===== src/rtl/mii_tx_pkg.sv =====
package mii_tx_pkg;
  localparam int unsigned NIB_W  = 4;
  localparam int unsigned BYTE_W = 2 * NIB_W;

  localparam logic [NIB_W-1:0] NIB_PRE  = 4'h5;
  localparam logic [NIB_W-1:0] NIB_SFD  = 4'hD;
  localparam logic [NIB_W-1:0] NIB_IDLE = 4'h0;

  typedef enum logic [1:0] {
    ST_IDLE,
    ST_PRE,
    ST_DATA,
    ST_GAP
  } tx_state_e;

  // what the wire carries in the next cycle
  typedef enum logic [2:0] {
    CMD_IDLE,
    CMD_PRE,
    CMD_SFD,
    CMD_LO,
    CMD_HI
  } nib_cmd_e;
endpackage


===== src/rtl/mii_tx_ctrl.sv =====
module mii_tx_ctrl
  import mii_tx_pkg::*;
#(
  parameter int unsigned PRE_NIBBLES = 15,
  parameter int unsigned GAP_NIBBLES = 24
) (
  input  logic     clk_i,
  input  logic     rst_ni,
  input  logic     valid_i,
  input  logic     first_i,
  input  logic     last_i,
  output logic     ready_o,
  output nib_cmd_e cmd_o,
  output logic     idle_o,
  output logic     underrun_o
);
  localparam int unsigned CNT_MAX = (PRE_NIBBLES > GAP_NIBBLES) ? PRE_NIBBLES : GAP_NIBBLES;
  localparam int unsigned CNT_W   = $clog2(CNT_MAX + 1);
  localparam logic [CNT_W-1:0] PRE_C = CNT_W'(PRE_NIBBLES);
  localparam logic [CNT_W-1:0] GAP_C = CNT_W'(GAP_NIBBLES);
  localparam logic [CNT_W-1:0] ONE_C = CNT_W'(1);

  tx_state_e        st_q, st_d;
  logic [CNT_W-1:0] cnt_q, cnt_d;
  logic             hi_q, hi_d;     // wire holds SFD or an upper nibble
  logic             last_q, last_d; // byte on the wire is the final one
  logic             und_q, und_d;
  logic             start_req;

  assign start_req = valid_i & first_i;

  always_comb begin
    st_d   = st_q;
    cnt_d  = cnt_q;
    hi_d   = hi_q;
    last_d = last_q;
    und_d  = 1'b0;
    cmd_o  = CMD_IDLE;
    unique case (st_q)
      ST_IDLE: begin
        if (start_req) begin
          cmd_o  = CMD_PRE;
          st_d   = ST_PRE;
          cnt_d  = ONE_C;
          last_d = 1'b0;
        end
      end
      ST_PRE: begin
        if (cnt_q < PRE_C) begin
          cmd_o = CMD_PRE;
          cnt_d = cnt_q + ONE_C;
        end else begin
          cmd_o = CMD_SFD;
          st_d  = ST_DATA;
          hi_d  = 1'b1;
        end
      end
      ST_DATA: begin
        if (!hi_q) begin
          cmd_o = CMD_HI;
          hi_d  = 1'b1;
        end else if (last_q) begin
          st_d  = ST_GAP;
          cnt_d = ONE_C;
        end else if (valid_i) begin
          cmd_o  = CMD_LO;
          hi_d   = 1'b0;
          last_d = last_i;
        end else begin
          und_d = 1'b1;
          st_d  = ST_GAP;
          cnt_d = ONE_C;
        end
      end
      ST_GAP: begin
        if (cnt_q != GAP_C) begin
          cnt_d = cnt_q + ONE_C;
        end else if (start_req) begin
          cmd_o  = CMD_PRE;
          st_d   = ST_PRE;
          cnt_d  = ONE_C;
          last_d = 1'b0;
        end else begin
          st_d = ST_IDLE;
        end
      end
      default: st_d = ST_IDLE;
    endcase
  end

  always_ff @(posedge clk_i or negedge rst_ni) begin
    if (!rst_ni) begin
      st_q   <= ST_IDLE;
      cnt_q  <= '0;
      hi_q   <= 1'b0;
      last_q <= 1'b0;
      und_q  <= 1'b0;
    end else begin
      st_q   <= st_d;
      cnt_q  <= cnt_d;
      hi_q   <= hi_d;
      last_q <= last_d;
      und_q  <= und_d;
    end
  end

  assign ready_o    = (st_q == ST_DATA) & hi_q & ~last_q;
  assign idle_o     = (st_q == ST_IDLE);
  assign underrun_o = und_q;

  // preamble counter never leaves its range
  assert_pre_count_R4: assert property (@(posedge clk_i) disable iff (!rst_ni)
    (st_q == ST_PRE) |-> (cnt_q >= ONE_C && cnt_q <= PRE_C));

  // a cut frame always lands in the gap state
  assert_underrun_to_gap_R9: assert property (@(posedge clk_i) disable iff (!rst_ni)
    und_q |-> (st_q == ST_GAP && cnt_q == ONE_C));
endmodule


===== src/rtl/mii_tx_nibbler.sv =====
module mii_tx_nibbler
  import mii_tx_pkg::*;
(
  input  logic              clk_i,
  input  logic              rst_ni,
  input  nib_cmd_e          cmd_i,
  input  logic [BYTE_W-1:0] byte_i,
  output logic              txen_o,
  output logic [NIB_W-1:0]  txd_o
);
  logic             txen_q, txen_d;
  logic [NIB_W-1:0] txd_q, txd_d;
  logic [NIB_W-1:0] upper_q, upper_d;

  always_comb begin
    txen_d  = 1'b1;
    txd_d   = NIB_IDLE;
    upper_d = upper_q;
    unique case (cmd_i)
      CMD_PRE: txd_d = NIB_PRE;
      CMD_SFD: txd_d = NIB_SFD;
      CMD_LO: begin
        txd_d   = byte_i[NIB_W-1:0];
        upper_d = byte_i[BYTE_W-1:NIB_W];
      end
      CMD_HI:  txd_d = upper_q;
      default: txen_d = 1'b0;
    endcase
  end

  always_ff @(posedge clk_i or negedge rst_ni) begin
    if (!rst_ni) begin
      txen_q  <= 1'b0;
      txd_q   <= NIB_IDLE;
      upper_q <= NIB_IDLE;
    end else begin
      txen_q  <= txen_d;
      txd_q   <= txd_d;
      upper_q <= upper_d;
    end
  end

  assign txen_o = txen_q;
  assign txd_o  = txd_q;

  // an upper nibble is only ever sent right after its lower half
  assert_hi_follows_lo_R5: assert property (@(posedge clk_i) disable iff (!rst_ni)
    (cmd_i == CMD_HI) |-> txen_q);
endmodule


===== src/rtl/mii_tx_framer.sv =====
module mii_tx_framer
  import mii_tx_pkg::*;
#(
  parameter int unsigned PRE_NIBBLES = 15,
  parameter int unsigned GAP_NIBBLES = 24
) (
  input  logic       clk_i,
  input  logic       rst_ni,
  input  logic [7:0] in_data_i,
  input  logic       in_valid_i,
  input  logic       in_first_i,
  input  logic       in_last_i,
  output logic       in_ready_o,
  output logic       txen_o,
  output logic [3:0] txd_o,
  output logic       txer_o,
  output logic       underrun_o
);
  localparam int unsigned RUN_W = $clog2(GAP_NIBBLES + 2);
  localparam logic [RUN_W-1:0] GAP_R = RUN_W'(GAP_NIBBLES);

  nib_cmd_e cmd;
  logic     ctrl_idle;

  mii_tx_ctrl #(
    .PRE_NIBBLES(PRE_NIBBLES),
    .GAP_NIBBLES(GAP_NIBBLES)
  ) u_ctrl (
    .clk_i     (clk_i),
    .rst_ni    (rst_ni),
    .valid_i   (in_valid_i),
    .first_i   (in_first_i),
    .last_i    (in_last_i),
    .ready_o   (in_ready_o),
    .cmd_o     (cmd),
    .idle_o    (ctrl_idle),
    .underrun_o(underrun_o)
  );

  mii_tx_nibbler u_nib (
    .clk_i (clk_i),
    .rst_ni(rst_ni),
    .cmd_i (cmd),
    .byte_i(in_data_i),
    .txen_o(txen_o),
    .txd_o (txd_o)
  );

  assign txer_o = 1'b0;

  // assertion-side low-run tracker
  logic [RUN_W-1:0] low_run_q;
  logic             txen_prev_q;
  logic             seen_q;
  always_ff @(posedge clk_i or negedge rst_ni) begin
    if (!rst_ni) begin
      low_run_q   <= '0;
      txen_prev_q <= 1'b0;
      seen_q      <= 1'b0;
    end else begin
      txen_prev_q <= txen_o;
      if (txen_o) begin
        low_run_q <= '0;
        seen_q    <= 1'b1;
      end else if (low_run_q <= GAP_R) begin
        low_run_q <= low_run_q + RUN_W'(1);
      end
    end
  end

  assert_txd_idle_R8: assert property (@(posedge clk_i) disable iff (!rst_ni)
    !txen_o |-> (txd_o == NIB_IDLE));

  assert_start_latency_R3: assert property (@(posedge clk_i) disable iff (!rst_ni)
    (ctrl_idle && in_valid_i && in_first_i) |=> (txen_o && txd_o == NIB_PRE));

  assert_ready_in_frame_R6: assert property (@(posedge clk_i) disable iff (!rst_ni)
    in_ready_o |-> txen_o);

  assert_underrun_edge_R9: assert property (@(posedge clk_i) disable iff (!rst_ni)
    underrun_o |-> (!txen_o && txen_prev_q));

  assert_gap_min_R10: assert property (@(posedge clk_i) disable iff (!rst_ni)
    (txen_o && !txen_prev_q && seen_q) |-> (low_run_q >= GAP_R));
endmodule


===== config.mk =====
export PLATFORM = sky130hd
export DESIGN_NAME = mii_tx_framer
export DESIGN_NICKNAME = d
export VERILOG_FILES = /design/src/rtl/mii_tx_pkg.sv /design/src/rtl/mii_tx_ctrl.sv /design/src/rtl/mii_tx_nibbler.sv /design/src/rtl/mii_tx_framer.sv
export SDC_FILE = /design/constraint.sdc
export NUM_CORES = 1
export LEC_CHECK = 0
export BUFFER_PORTS_ARGS = -buffer_cell sky130_fd_sc_hd__buf_2
export CAP_MARGIN = 20
export CORE_MARGIN = 4
export CORE_UTILIZATION = 45
export CTS_BUF_LIST = sky130_fd_sc_hd__clkbuf_2
export DETAILED_ROUTE_END_ITERATION = 7
export PLACE_DENSITY_LB_ADDON = 0.3
export REMOVE_ABC_BUFFERS = 1
export SETUP_SLACK_MARGIN = 0.02
export SYNTH_ARGS = -nofsm -noshare
export SYNTH_HDL_FRONTEND = slang
export SYNTH_SLANG_ARGS = --single-unit

===== constraint.sdc =====
create_clock -name clk_i -period 2.4 [get_ports clk_i]
set_input_delay 0.24 -clock clk_i [delete_from_list [all_inputs] [get_ports clk_i]]
set_output_delay 0.24 -clock clk_i [all_outputs]
set_load 0.02 [all_outputs]

==> results by group <==
Outcome
  – Status: complete, no violations

Drt
  – Final Routed Wirelength: 2880 um
  – Post-DR vias/cell: 6.01
  – Via count: 1075
  – ANT nets after route: 0
  – Pre-Repair DR Iteration Count: 5
  – WL/cell: 16.1 um
  – Drt initial violations: 29
  – DRC viols: 0

Global route
  – First-pass GRT wire length: 4730 um
  – Vias in the first global route: 1035
  – GRT overflow: 0
  – GRT Util Overall: 17.4%
  – Largest net degree at the start of global routing: 20
  – Initial antenna violation count: 0

Final layout
  – Most frequent cells in the layout: 19 x buf_2, 19 x dfrtp_1, 10 x nand3_1
  – Share of layout cells above drive strength 1: 24.2%
  – FILL cells: 250
  – Non-Filler Instances: 179
  – Area of the multi-input gates: 726 um2
  – ANT cells: 0
  – Register area: 475 um2
  – Layout Utilization: 54.7%
  – Number of nets in the layout: 170
  – Synth-to-Final Area Change: 12.0%

Timing
  – Worst hold slack: 0.0956 ns
  – RSZ-0062 raised after global routing: no
  – Setup TNS: 0 ns
  – Clock skew: 0.0215 ns
  – Fin. Hold Viols: 0
  – Max Transition Viols Final: 0
  – Fin crit period: 2.18 ns
  – Setup violations, final: 0
  – Fin crit share: 90.8%
  – Achievable frequency: 0.459 GHz

Setup path
  – Critical path startpoint: u_ctrl.st_q[0]
  – Slowest stage delay, CP: 0.48 ns
  – Critical-path cell list: inv_1 -> ha_1 -> and3b_1 -> a32oi_2 -> a31oi_4 -> o21ai_2 -> mux2_4
  – Req. time, crit path: 2.64 ns
  – Critical path's top delay family: compound AO/OA/AOI/OAI gates
  – Worst path buffer plus inverter count: 1
  – WP data arrival: 2.42 ns
  – Crit path max-delay cell type: dfrtp_1
  – Worst setup EP type: flip-flop
  – R2R cell count: 7
  – Critical path depth: 7
  – Crit Path Max Fanout: 8
  – Kind of critical path: flip-flop to flip-flop
  – RR Startpoint: u_ctrl.st_q[0]
  – CP Launch Type: flip-flop

Logic synthesis
  – Synth Area in Compound Gates: 20.3%
  – Mapped Area: 0.00125 mm2
  – Fraction of synthesized area in multiplexers: 4.79%
  – Largest family of logic cells by synthesized area: simple AND/OR/NAND/NOR gates
  – Synth Area per Inst: 9.80 um2
  – Xor/xnor cell area share of the yosys netlist: 0.698%
  – Post-synthesis sequential area ratio: 37.9%
  – Yosys cell types: 46
  – Synth Area in Simple Gates: 24.4%
  – Prevailing post-synth register cell: dfrtp_1
  – Area share of fa/ha/maj cells after synthesis: 6.98%
  – Synth async-reset ratio: 100%
  – Yosys reg bits: 19
  – EDFF count, synth: 0
  – Synthesis warning total: 0
  – Syn Inst Count: 128

Floorplan
  – Row count: 18
  – IO Pins: 21
  – Core box area: 0.00257 mm2
  – Die width: 60.8 um
  – DIE AREA: 0.00370 mm2
  – Die H: 60.8 um
  – Initial core utilization: 48.9%

Pwr
  – Tot Pwr: 0.00156 W
  – Leakage: 0.691 nW
  – Maximum vdd ir drop: 0.827 mV
  – P per Cell Area: 1110 mW/mm2

Clock network
  – Clock buffer count from CTS: 3
  – CTS tree: yes
  – H-tree levels: 1
  – Clock Tree Buf Depth: 2
  – Clock transition at path regs: 0.18 ns
  – Clock Sink Count: 19
  – Post-CTS setup buffer count: 0
  – Clock latency on the worst-skew pair: 0.35 ns
  – Root buf cell: clkbuf_2

Place
  – Placed Cells: 174
  – I/O Buffers: 19
  – GPL Wtd Cong: 0.856
  – Detailed placer's ending HPWL: 2200 um

Hold path
  – WHS Path Cells: 2
  – HP Start: in_data_i[3]
  – Tightest Hold Check Type: input pin to flip-flop

Flow run
  – Max Cap Violations: 0
flip-flops by register name, summed over array words and instances, names as in the netlist:
register           count
u_ctrl.cnt_q           5
u_nib.txd_o            4
u_nib.upper_q          4
u_ctrl.st_q            2
u_ctrl.hi_q            1
u_ctrl.last_q          1
u_ctrl.underrun_o      1
u_nib.txen_o           1
Yosys cell counts (all sizes together) (3+ instances only):
master,count,area (um2)
o31ai,3,22.5
a31oi,3,33.8
nor2,8,30.0
nor2b,3,18.8
inv,9,33.8
nand2,9,33.8
or2,3,18.8
dfrtp,19,475
mux2,4,60.1
a21oi,4,20.0
buf,3,20.0
ha,7,87.6
o21ai,8,43.8
nand2b,3,18.8
nand3,10,50.1
path summary, 6_finish.rpt:
path,to,slack (ns)
min,u_nib.txd_o[3],0.1
max,u_nib.upper_q[1],0.22
max reg2reg,u_nib.upper_q[1],0.22
min reg2reg,u_nib.upper_q[0],0.54
min in group asynchronous,u_ctrl.cnt_q[2],0.32
max in group asynchronous,u_ctrl.st_q[1],1.76
routing by layer:
metal,vias up,global-route usage [%],routed length (um)
li1,513,-,-
met1,521,22.2,1250
met2,34,27.6,1400
met3,7,3.19,167
met4,0,9.60,69
met5,-,0,0
power by group:
| group | switching [W] | internal [W] |
|---|---|---|
| Sequential | 0.0000905 | 0.000426 |
| Combinational | 0.000516 | 0.000374 |
| Clock | 0.000113 | 0.0000378 |
cells by family (layout without fill, tap and decap cells):
family / Yosys count / in the layout
AOI/OAI and AO/OA: 32 / 32
xor gates and xnor gates: 1 / 1
adders and majority gates: 7 / 7
buffers and inverters: 13 / 34
DFF: 19 / 19
muxes: 4 / 4
other: 1 / 1
and+or+nand+nor: 51 / 51
metrics by stage:
stage	cell area, um2	setup slack (ns)
6_report	1410	0.222
5_1_grt	1410	0.0750
4_1_cts	1400	0.185
3_5_place_dp	1370	0.240
3_3_place_gp	1370	0.335
2_1_floorplan	1230	0.311
area by class of cell:
cell class | instances | area share (%)
clock buffer | 3 | 1.07
clock inverter | 1 | 0.356
inverter | 9 | 2.40
multi-input combinational | 96 | 51.6
sequential | 19 | 33.8
tap | 30 | 2.67
timing repair buffer | 21 | 8.01
repair_timing:
item,4_1_cts,5_1_grt
endpoints found under the hold margin,19,0
hold buffers,1,0
endpoints found under the setup margin,0,1
resized for setup,0,2
No activity file was read; power rests on OpenSTA's default activity.
